--- src/rtl/irq_flag_ctrl.sv ---
module irq_flag_ctrl (
  input  logic       clk,
  input  logic       rst_n,
  input  logic       ev_tmr_a,
  input  logic       ev_tmr_b,
  input  logic       ev_tmr_c,
  input  logic       ev_wdog,
  input  logic       ev_rx_done,
  input  logic       ev_tx_done,
  input  logic       ev_alarm,
  input  logic       pfail_low,
  input  logic       glb_en,
  input  logic [6:0] src_en,
  input  logic [6:0] src_hi,
  input  logic       sw_clr_we,
  input  logic [6:0] sw_clr_mask,
  input  logic       irq_ack,
  input  logic       irq_reti,
  output logic [6:0] flags,
  output logic       irq_req,
  output logic [2:0] irq_vec,
  output logic       wake
);

  logic [6:0] flag_q, flag_d, ev, clr, pend;
  logic [2:0] insv_q, insv_d, insv_top;
  logic [1:0] thr, win_lvl;
  logic [2:0] win_vec;
  logic       found, take;

  assign ev = {ev_alarm, ev_tx_done, ev_rx_done, ev_wdog, ev_tmr_c, ev_tmr_b, ev_tmr_a};

  assign pend[0] = pfail_low & src_en[0];
  assign pend[1] = flag_q[0] & src_en[1] & glb_en;
  assign pend[2] = flag_q[1] & src_en[2] & glb_en;
  assign pend[3] = (flag_q[4] | flag_q[5]) & src_en[3] & glb_en;
  assign pend[4] = flag_q[2] & src_en[4] & glb_en;
  assign pend[5] = flag_q[3] & src_en[5] & glb_en;
  assign pend[6] = flag_q[6] & src_en[6] & glb_en;

  always_comb begin
    found   = 1'b0;
    win_vec = 3'd0;
    win_lvl = 2'd0;
    for (int lv = 2; lv >= 0; lv--) begin
      for (int v = 0; v < 7; v++) begin
        if (!found && pend[v] &&
            ((v == 0) ? (lv == 2) : (lv == (src_hi[v] ? 1 : 0)))) begin
          found   = 1'b1;
          win_vec = 3'(v);
          win_lvl = 2'(lv);
        end
      end
    end
  end

  assign thr      = insv_q[2] ? 2'd3 : insv_q[1] ? 2'd2 : insv_q[0] ? 2'd1 : 2'd0;
  assign insv_top = insv_q[2] ? 3'b100 : insv_q[1] ? 3'b010 : insv_q[0] ? 3'b001 : 3'b000;

  assign irq_req = found && (win_lvl >= thr);
  assign irq_vec = win_vec;
  assign take    = irq_ack & irq_req;
  assign wake    = flag_q[6] & src_en[6];
  assign flags   = flag_q;

  assign clr    = (sw_clr_we ? sw_clr_mask : 7'd0)
                | {5'd0, take && (win_vec == 3'd2), take && (win_vec == 3'd1)};
  assign flag_d = ev | (flag_q & ~clr);
  assign insv_d = (insv_q & ~(irq_reti ? insv_top : 3'b000))
                | (take ? (3'b001 << win_lvl) : 3'b000);

  always_ff @(posedge clk) begin
    if (!rst_n) begin
      flag_q <= '0;
      insv_q <= '0;
    end else begin
      flag_q <= flag_d;
      insv_q <= insv_d;
    end
  end

  assert_hw_set_wins_R1: assert property (@(posedge clk) disable iff (!rst_n)
    ev_tmr_c |=> flags[2]);

  assert_ack_clears_a_R2: assert property (@(posedge clk) disable iff (!rst_n)
    (irq_ack && irq_req && irq_vec == 3'd1 && !ev_tmr_a) |=> !flags[0]);

  assert_c_holds_R3: assert property (@(posedge clk) disable iff (!rst_n)
    (flags[2] && !(sw_clr_we && sw_clr_mask[2])) |=> flags[2]);

  assert_rx_holds_R4: assert property (@(posedge clk) disable iff (!rst_n)
    (flags[4] && !(sw_clr_we && sw_clr_mask[4])) |=> flags[4]);

  assert_pfail_top_R5: assert property (@(posedge clk) disable iff (!rst_n)
    (pfail_low && src_en[0] && insv_q == 3'b000) |-> (irq_req && irq_vec == 3'd0));

  assert_no_req_masked_R6: assert property (@(posedge clk) disable iff (!rst_n)
    (!glb_en && !(pfail_low && src_en[0])) |-> !irq_req);

  assert_top_blocks_R8: assert property (@(posedge clk) disable iff (!rst_n)
    insv_q[2] |-> !irq_req);

endmodule

--- config.mk ---
export PLATFORM = sky130hd
export DESIGN_NAME = irq_flag_ctrl
export DESIGN_NICKNAME = d
export VERILOG_FILES = /design/src/rtl/irq_flag_ctrl.sv
export SDC_FILE = /design/constraint.sdc
export NUM_CORES = 1
export LEC_CHECK = 0
export BUFFER_PORTS_ARGS = -buffer_cell sky130_fd_sc_hd__buf_4
export CAP_MARGIN = 20
export CORE_ASPECT_RATIO = 0.75
export CORE_MARGIN = 10
export CORE_UTILIZATION = 40
export CTS_BUF_LIST = sky130_fd_sc_hd__clkbuf_8
export DETAILED_ROUTE_END_ITERATION = 16
export PLACE_DENSITY = 0.77
export RECOVER_POWER = 100
export SYNTH_ARGS = -nofsm -noshare
export SYNTH_HDL_FRONTEND = slang
export SYNTH_SLANG_ARGS = --single-unit
--- constraint.sdc ---
create_clock -name clk -period 2.3 [get_ports clk]
set_clock_uncertainty 0.15 [all_clocks]
set_input_delay 0.46 -clock clk [delete_from_list [all_inputs] [get_ports clk]]
set_output_delay 0.46 -clock clk [all_outputs]
set_load 0.02 [all_outputs]
==> metrics.json, run 1 <==
{
  "setup_slack_ps": -299,
  "initial_utilization_pct": 44.0,
  "first_global_vias": 1272,
  "drt_pre_antenna_iters": 5,
  "max_cap_viol_count": 0,
  "holdBufCountCts": 0,
  "min-delay-path-class": "in -> reg",
  "muxShareOfSynthArea_pct": 0,
  "timing.setup.tns_ps": -627,
  "setup_violations": 6,
  "timing_max_transition_violations_final": 0,
  "wire_per_inst_um": 22.7,
  "cp_data_arrival_time_ps": 1990,
  "cts_tree": "done",
  "number_of_cells_produced_by_synthesis": 104,
  "grt_first_pass_wirelength_mm": 6.53,
  "antenna_violating_nets_post_route": 0,
  "placement.io_buffers": 45,
  "endpoint_kind": "output port",
  "number_of_synthesis_warnings": 0,
  "filler_cell_count": 85,
  "area_delta_synth_final_pct": 102,
  "finalCritPeriodShare_pct": 113,
  "synth.ff_latch_count": 10,
  "synthAdderAreaFrac_pct": 3.12,
  "routed-via-count": 1354,
  "syn_nets": 141,
  "grt_use_total_pct": 19.0,
  "clock_tree.root_cell": "sky130_fd_sc_hd__clkbuf_8",
  "final_common_cell": "sky130_fd_sc_hd__buf_4",
  "boundaryPins": 47,
  "post_synth_instance_area_sq_um": 802,
  "synth-compound-area-share_pct": 31.0,
  "criticalPathCategory": "reg -> out",
  "fp.dieW_um": 71.7,
  "powerDensity_nw_per_um2": 439,
  "clock.fmax_mhz": 385,
  "insertedDiodeCount": 0,
  "grt_setup_unrepaired": "yes",
  "synth.distinct_cells": 34,
  "post_synth_xor_area_fraction_pct": 0,
  "leakagePower_uw": 0.000796,
  "detail_route.vias_per_cell": 6.45,
  "post-place-ws_ps": -240,
  "synth_top_cell_area_share_pct": 25.0,
  "final_layout_size_suffix_gt1_share_pct": 56.4,
  "clock_tree.htree_level_count": 1,
  "residual_drc_count": 0,
  "slew_headroom_pct": 79.3,
  "synth_largest_area_cell": "sky130_fd_sc_hd__dfxtp_1",
  "numCtsBuffers": 3,
  "min_period_ps": 2600,
  "violations": "negative setup slack",
  "average_footprint_of_a_synthesized_cell_sq_um": 7.71,
  "fp.coreArea_sq_um": 1820,
  "core.rowCount": 13,
  "cts_num_sinks": 10,
  "main_combinational_cell_family_by_area_after_synthesis": "simple AND/OR/NAND/NOR gates",
  "worst_pin_slew_ps": 311,
  "die_area_sq_um": 4210,
  "die-height_um": 58.8,
  "ir_drop_mv": 0.450,
  "worst_setup_hold_path_clk_slew_ps": 40,
  "clk_lat_worst_skew_ps": 230,
  "yosys.area_share.simple_pct": 37.6,
  "crit_path_start_kind": "flip-flop",
  "final_net_count": 227,
  "grt-ovfl-total": 0,
  "seq_area_frac_synth_pct": 25.0,
  "detail_route.wirelength_mm": 4.76,
  "clockBufferDepth": 2,
  "run_status": "finished, violations left",
  "critical_path_required_ps": 1690,
  "hold_violations": 0,
  "grt_start_max_net_pins": 11,
  "gp_congestion": 0.874,
  "path_max_fanout": 2,
  "leading_cell_types_by_total_area_after_synthesis": "sky130_fd_sc_hd__dfxtp_1, sky130_fd_sc_hd__a21oi_1, sky130_fd_sc_hd__nand2_1, sky130_fd_sc_hd__nand4_1, sky130_fd_sc_hd__nor2b_1",
  "antenna_violations_before_repair": 0,
  "dpl.hpwl_mm": 2.89,
  "detailedRoute.firstIterationViolations": 187,
  "layout.cells.most_common_list": "sky130_fd_sc_hd__buf_4, sky130_fd_sc_hd__nand2_1, sky130_fd_sc_hd__a21oi_1"
}
-- what timing repair did --
item	CTS	global route
pin swaps	9	5
resized for setup	14	10
endpoints found under the setup margin	5	8
setup buffers	4	4
gates cloned	1	0
-- power breakdown --
part	switching, uW	internal, uW
Sequential	10.1	186
Clock	60.4	114
Combinational	164	175
-- routing by layer --
| metal | GRT usage, % | share of wire [%] | vias up |
|---|---|---|---|
| met4 | 6.61 | 6.0 | 0 |
| met2 | 33.4 | 47 | 134 |
| met1 | 22.3 | 37 | 614 |
| met5 | 0 | 0 | - |
| li1 | - | - | 568 |
| met3 | 4.02 | 10 | 38 |
-- sequential cells by signal, summed over array words and instances (netlist names) --
register / flops
insv_q: 3
flags: 7
-- worst max-delay path, stage by stage, from the launching register on --
cell,delay [ps]
sky130_fd_sc_hd__dfxtp_2,340
sky130_fd_sc_hd__o2111ai_4,220
sky130_fd_sc_hd__nand2_2,130
sky130_fd_sc_hd__o31ai_4,220
sky130_fd_sc_hd__ha_1,280
sky130_fd_sc_hd__nand2b_4,150
sky130_fd_sc_hd__a21oi_4,150
sky130_fd_sc_hd__nor2_1,90
sky130_fd_sc_hd__buf_4,170
-- cells by family after synthesis --
kind of cell | count (synthesis)
flops | 10
fa+ha+maj | 2
buf+inv | 5
compound gates | 36
simple gates | 51
-- final cells by class --
type	count	area (sq um)	area share [%]
multi-input combinational	89	674	41.7
timing repair buffer	82	656	40.6
sequential	10	203	12.5
clock buffer	3	41.3	2.55
tap	22	27.5	1.70
inverter	4	15.0	0.929
-- synth_stat cells --
library cell / number
sky130_fd_sc_hd__nor4_2: 1
sky130_fd_sc_hd__nand4_1: 6
sky130_fd_sc_hd__ha_1: 2
sky130_fd_sc_hd__o21a_1: 1
sky130_fd_sc_hd__nand4b_2: 2
sky130_fd_sc_hd__o22ai_1: 2
sky130_fd_sc_hd__a211o_1: 1
sky130_fd_sc_hd__o31ai_1: 4
sky130_fd_sc_hd__or2_2: 1
sky130_fd_sc_hd__and4_1: 1
sky130_fd_sc_hd__o211ai_1: 1
sky130_fd_sc_hd__o21bai_1: 1
sky130_fd_sc_hd__nand3_1: 3
sky130_fd_sc_hd__nand2_1: 14
sky130_fd_sc_hd__nor2b_1: 6
sky130_fd_sc_hd__o21ai_0: 5
sky130_fd_sc_hd__a21o_1: 1
sky130_fd_sc_hd__nand3_2: 1
sky130_fd_sc_hd__o41a_1: 1
sky130_fd_sc_hd__and4b_1: 1
sky130_fd_sc_hd__and2_1: 4
sky130_fd_sc_hd__a211oi_1: 1
sky130_fd_sc_hd__o211ai_2: 2
sky130_fd_sc_hd__a31oi_1: 2
sky130_fd_sc_hd__dfxtp_1: 10
sky130_fd_sc_hd__o2111ai_2: 1
sky130_fd_sc_hd__o32ai_1: 1
sky130_fd_sc_hd__nand4b_1: 2
sky130_fd_sc_hd__buf_6: 1
sky130_fd_sc_hd__nand2b_1: 2
sky130_fd_sc_hd__inv_1: 4
sky130_fd_sc_hd__nor2_1: 7
sky130_fd_sc_hd__a21boi_0: 1
sky130_fd_sc_hd__a21oi_1: 11
-- per-stage QoR --
stage	instance area [sq um]	util (%)	total power, uW	std cells	hold WS, ps
floorplan	812	-	304	104	402
global placement	1380	75.5	449	198	433
detailed placement	1380	75.5	458	198	441
CTS	1540	84.7	665	206	310
global route	1620	88.7	737	210	318
finish	1620	88.7	710	210	309
-- worst paths after layout --
| path | endpoint | startpoint | cells past startpoint | slack [ps] |
|---|---|---|---|---|
| max | irq_req | flags[5] | 8 | -300 |
| min | flags[3] | ev_wdog | 3 | 310 |
| max reg2reg | flags[1] | flags[0] | 9 | -50 |
| min reg2reg | insv_q[2] | insv_q[2] | 3 | 510 |
Power figures use the tool's default switching activity.
==> run 2: changes to the inputs <==
Settings changed: CAP_MARGIN 20 to unset, CTS_BUF_LIST sky130_fd_sc_hd__clkbuf_8 to sky130_fd_sc_hd__clkbuf_4 sky130_fd_sc_hd__clkbuf_8.
==> metrics.json, run 2 (same netlist as run 1, synthesis figures left out) <==
{
  "detail_route.vias_per_cell": 6.28,
  "clock_tree.htree_level_count": 1,
  "internal_power_uw": 419,
  "wire_per_inst_um": 21.9,
  "setup_slack_ps": -296,
  "regArea_sq_um": 206,
  "multi_input_area_sq_um": 704,
  "timing_max_transition_violations_final": 0,
  "worst_pin_slew_ps": 373,
  "clock_tree.root_cell": "sky130_fd_sc_hd__clkbuf_4",
  "criticalPathCategory": "reg -> out",
  "holdBufCountCts": 0,
  "cts_num_sinks": 10,
  "drt_pre_antenna_iters": 5,
  "crit_path_start_kind": "flip-flop",
  "setup_violations": 8,
  "die_area_sq_um": 4210,
  "antenna_violating_nets_post_route": 0,
  "fp.coreArea_sq_um": 1820,
  "min_period_ps": 2600,
  "finalCritPeriodShare_pct": 113,
  "fin_worst_hold_slack_ps": 264,
  "violations": "negative setup slack",
  "first_global_vias": 1226,
  "detail_route.wirelength_mm": 4.68,
  "dpl.hpwl_mm": 2.89,
  "grt-ovfl-total": 0,
  "slew_headroom_pct": 75.0,
  "ir_drop_mv": 0.402,
  "area_delta_synth_final_pct": 103,
  "path_max_fanout": 3,
  "worst_setup_hold_path_clk_slew_ps": 60,
  "min-delay-path-class": "in -> reg",
  "largest_register_ffs": 7,
  "routed-via-count": 1344,
  "clockBufferDepth": 2,
  "endpoint_kind": "output port",
  "filler_cell_count": 83,
  "critical_path_required_ps": 1690,
  "placement.io_buffers": 45,
  "total_switching_power_uw": 238,
  "initial_utilization_pct": 44.0,
  "power.share.combinational_pct": 51.7,
  "power_switching_share_pct": 36.3,
  "run_status": "finished, violations left",
  "grt_use_total_pct": 18.2,
  "final_net_count": 231,
  "core.rowCount": 13,
  "die-height_um": 58.8,
  "fp.dieW_um": 71.7,
  "boundaryPins": 47,
  "final_common_cell": "sky130_fd_sc_hd__buf_4",
  "cts_tree": "done",
  "grt_setup_unrepaired": "yes",
  "hold_violations": 0,
  "max_cap_viol_count": 0,
  "leakagePower_uw": 0.000788,
  "grt_first_pass_wirelength_mm": 6.29,
  "residual_drc_count": 0,
  "final_layout_size_suffix_gt1_share_pct": 58.3,
  "cp_data_arrival_time_ps": 1990,
  "share_clk_of_total_power_pct": 18.4,
  "clk_lat_worst_skew_ps": 270,
  "seq_power_share_pct": 29.8,
  "fin_area_sq_um": 1630,
  "power.total_uw": 657,
  "powerDensity_nw_per_um2": 404,
  "clock.fmax_mhz": 385,
  "antenna_violations_before_repair": 0,
  "layout.cells.most_common_list": "sky130_fd_sc_hd__buf_4, sky130_fd_sc_hd__nand2_1, sky130_fd_sc_hd__a21oi_1, sky130_fd_sc_hd__dfxtp_1",
  "post_dp_cell_area_sq_um": 1380,
  "detailedRoute.firstIterationViolations": 208,
  "insertedDiodeCount": 0,
  "grt_start_max_net_pins": 13,
  "numCtsBuffers": 3,
  "gp_congestion": 0.874
}
-- run 2: changes by cell type in the layout (fill, tap and decap cells not counted), sizes merged --
cell | previous run | this run
buf | 82 | 84
clkbuf | 3 | 5
-- run 2: power by group through the flow --
stage | registers [uW] | clock network, uW | logic, uW
5_1_grt | 196 | 128 | 354
3_3_place_gp | 196 | 0 | 253
2_1_floorplan | 209 | 0 | 95.1
6_report | 196 | 121 | 340
3_5_place_dp | 196 | 0 | 262
4_1_cts | 193 | 118 | 291
-- run 2: final timing paths --
kind	depth (start not counted)	slack, ps	start	end
worst min register to register	3	510	flags[3]	flags[3]
worst max register to register	9	-60	flags[0]	flags[1]
worst min-delay path	3	260	ev_wdog	flags[3]
worst max-delay path	7	-300	flags[4]	irq_vec[1]
-- run 2: cell type report --
| type | count | area share [%] |
|---|---|---|
| clock buffer | 3 | 1.39 |
| timing repair buffer | 86 | 40.0 |
| multi-input combinational | 89 | 43.3 |
| inverter | 4 | 0.924 |
| sequential | 10 | 12.7 |
| tap | 22 | 1.69 |
-- run 2: timing repair --
action,CTS,global route
setup buffers,8,6
gates cloned,0,0
setup endpoints to repair,6,9
endpoints found under the hold margin,0,0
gates resized for setup,10,20
pin swaps,13,16
-- run 2: per-stage QoR --
stage	utilization, %	cells	setup slack [ps]	TNS, ps
after global routing	89.2	214	-346	-1520
after global placement	75.5	198	-169	-806
after detailed placement	75.5	198	-240	-1360
after CTS	82.1	209	-194	-494
after floorplan	-	104	-32.9	-32.9
final	89.2	214	-296	-1050
-- run 2: worst max-delay path, cell delays in order (launching register included) --
cell and delay (ps):
sky130_fd_sc_hd__dfxtp_4 360, sky130_fd_sc_hd__buf_6 110, sky130_fd_sc_hd__o211ai_1 340, sky130_fd_sc_hd__o21ai_2 130
sky130_fd_sc_hd__nor2_2 160, sky130_fd_sc_hd__nand2_1 120, sky130_fd_sc_hd__o31ai_2 300, sky130_fd_sc_hd__buf_4 190
-- run 2: metal layers --
| layer | global-route usage (%) | vias to the layer above | wire, um |
|---|---|---|---|
| met4 | 9.92 | 0 | 179 |
| met3 | 4.19 | 21 | 481 |
| met5 | 0 | - | 0 |
| li1 | - | 574 | - |
| met2 | 29.8 | 125 | 2270 |
| met1 | 21.6 | 624 | 1760 |
==> run 3: changes to the inputs <==
Settings changed: TNS_END_PERCENT set to 20.
==> metrics.json, run 3 (same netlist as run 1, synthesis figures left out) <==
{
  "hold_violations": 0,
  "critical_path.cell_chain": "buf_4 -> nand4_1 -> nand3_2 -> o31ai_4 -> ha_1 -> nand2b_4 -> a21oi_2 -> nor2_1 -> buf_4",
  "crit_cells": 9,
  "max_cap_viol_count": 0,
  "clock.fmax_mhz": 397,
  "die_area_sq_um": 4210,
  "dpl.hpwl_mm": 2.89,
  "total_switching_power_uw": 208,
  "grt_setup_unrepaired": "yes",
  "antenna_violating_nets_post_route": 0,
  "detail_route.vias_per_cell": 5.90,
  "fp.coreArea_sq_um": 1820,
  "grt_first_pass_wirelength_mm": 5.63,
  "clock_tree.htree_level_count": 1,
  "cp_slowest_cell": "sky130_fd_sc_hd__ha_1",
  "final_net_count": 222,
  "min_delay_worst_endpoint": "flags[6]",
  "run_status": "finished, violations left",
  "placement.io_buffers": 45,
  "post_dp_cell_area_sq_um": 1380,
  "boundaryPins": 47,
  "post-place-ws_ps": -240,
  "detailedRoute.firstIterationViolations": 153,
  "wire_per_inst_um": 19.2,
  "fin_area_sq_um": 1490,
  "clk_lat_worst_skew_ps": 260,
  "critical_path.reg2reg.endpoint": "flags[1]",
  "grt_start_max_net_pins": 13,
  "insertedDiodeCount": 0,
  "gp_congestion": 0.874,
  "hold_path_startpoint": "ev_alarm",
  "whs_path_depth": 3,
  "area_delta_synth_final_pct": 85.6,
  "worst_setup_hold_path_clk_slew_ps": 60,
  "core.rowCount": 13,
  "cpLargestDelayFamily": "simple AND/OR/NAND/NOR gates",
  "seq_power_share_pct": 32.0,
  "critical_path_required_ps": 1690,
  "critPathMaxStageDelay_ps": 270,
  "powerDensity_nw_per_um2": 408,
  "criticalPathCategory": "in -> out",
  "largest_register_ffs": 7,
  "final_layout_size_suffix_gt1_share_pct": 53.0,
  "layout.cells.most_common_list": "sky130_fd_sc_hd__buf_4, sky130_fd_sc_hd__nand2_1, sky130_fd_sc_hd__a21oi_1",
  "crit_path_frequent_cell": "sky130_fd_sc_hd__buf_4",
  "dp_cells": 198,
  "grt_use_total_pct": 16.3,
  "numCtsBuffers": 3,
  "power.total_uw": 608,
  "power_switching_share_pct": 34.2,
  "finalCritPeriodShare_pct": 109,
  "share_clk_of_total_power_pct": 18.7,
  "slew_headroom_pct": 78.2,
  "violations": "negative setup slack",
  "internal_power_uw": 400,
  "detail_route.wirelength_mm": 3.93,
  "min-delay-path-class": "in -> reg",
  "first_global_vias": 1143,
  "routed-via-count": 1210,
  "r2r_cells": 9,
  "min_period_ps": 2520,
  "cts_tree": "done",
  "initial_utilization_pct": 44.0,
  "clock_tree.root_cell": "sky130_fd_sc_hd__clkbuf_4",
  "crit_path_start": "glb_en",
  "residual_drc_count": 0,
  "endpoint_kind": "output port",
  "clockBufferDepth": 2,
  "worst_pin_slew_ps": 325,
  "crit_buf_inv": 2,
  "final_common_cell": "sky130_fd_sc_hd__buf_4",
  "antenna_violations_before_repair": 0,
  "die-height_um": 58.8,
  "timing_max_transition_violations_final": 0,
  "ir_drop_mv": 0.358,
  "path_max_fanout": 12,
  "timing.reg2reg.setup_slack_ps": -40,
  "cts_num_sinks": 10,
  "setup_slack_ps": -218,
  "leakagePower_uw": 0.000743,
  "cp_data_arrival_time_ps": 1910,
  "power.share.combinational_pct": 49.3,
  "crit-reg2reg-launch": "flags[0]",
  "fp.dieW_um": 71.7,
  "grt-ovfl-total": 0,
  "final_cell_count_no_fill": 205,
  "holdBufCountCts": 0,
  "drt_pre_antenna_iters": 4,
  "setup_violations": 6,
  "crit_path_start_kind": "input pin"
}
-- run 3: cell types whose count changed in the layout (fill, tap and decap cells not counted), moves of 2 or more --
cell and change:
sky130_fd_sc_hd__a21oi_1 +2, sky130_fd_sc_hd__buf_6 -2, sky130_fd_sc_hd__clkbuf_1 -2, sky130_fd_sc_hd__nor2_1 +2, sky130_fd_sc_hd__buf_4 -5
-- run 3: stage by stage --
stage / setup TNS (ps) / util, % / hold WS [ps]
2_1_floorplan: -32.9 / - / 402
3_3_place_gp: -806 / 75.5 / 433
3_5_place_dp: -1360 / 75.5 / 441
4_1_cts: -264 / 78.8 / 276
5_1_grt: -966 / 81.7 / 281
6_report: -457 / 81.7 / 283
-- run 3: per-layer routing --
| metal | GRT usage, % | wire length [um] | vias up |
|---|---|---|---|
| met1 | 19.6 | 1570 | 566 |
| met3 | 3.52 | 334 | 11 |
| li1 | - | - | 555 |
| met4 | 7.71 | 78 | 0 |
| met2 | 27.0 | 1950 | 78 |
| met5 | 0 | 0 | - |
-- run 3: timing repair --
action,in CTS,in global routing
resized for setup,5,7
pin swaps,8,5
setup endpoints to repair,6,9
buffers inserted,2,2
-- run 3: power by group through the flow --
stage	Sequential (uW)	Clock, uW	Combinational (uW)
floorplan	209	0	95.1
global placement	196	0	253
detailed placement	196	0	262
CTS	192	118	276
global route	195	128	317
finish	194	114	299
-- run 3: worst max path at each step --
stage	slack, ps	endpoint
after floorplan	-30	flags[1]
after global placement	-170	irq_req
after detailed placement	-240	irq_req
after CTS	-190	irq_req
after global routing	-300	irq_req
final	-220	irq_req
-- run 3: cell type report --
class | instances | area, sq um
fill | 111 | 333
timing repair buffer | 77 | 582
clock buffer | 3 | 22.5
multi-input combinational | 89 | 639
tap | 22 | 27.5
sequential | 10 | 203
inverter | 4 | 15.0
-- run 3: worst min-delay path, cell delays in order --
cell	delay, ps
sky130_fd_sc_hd__buf_4	80
sky130_fd_sc_hd__a21oi_1	30
sky130_fd_sc_hd__nor2b_1	80
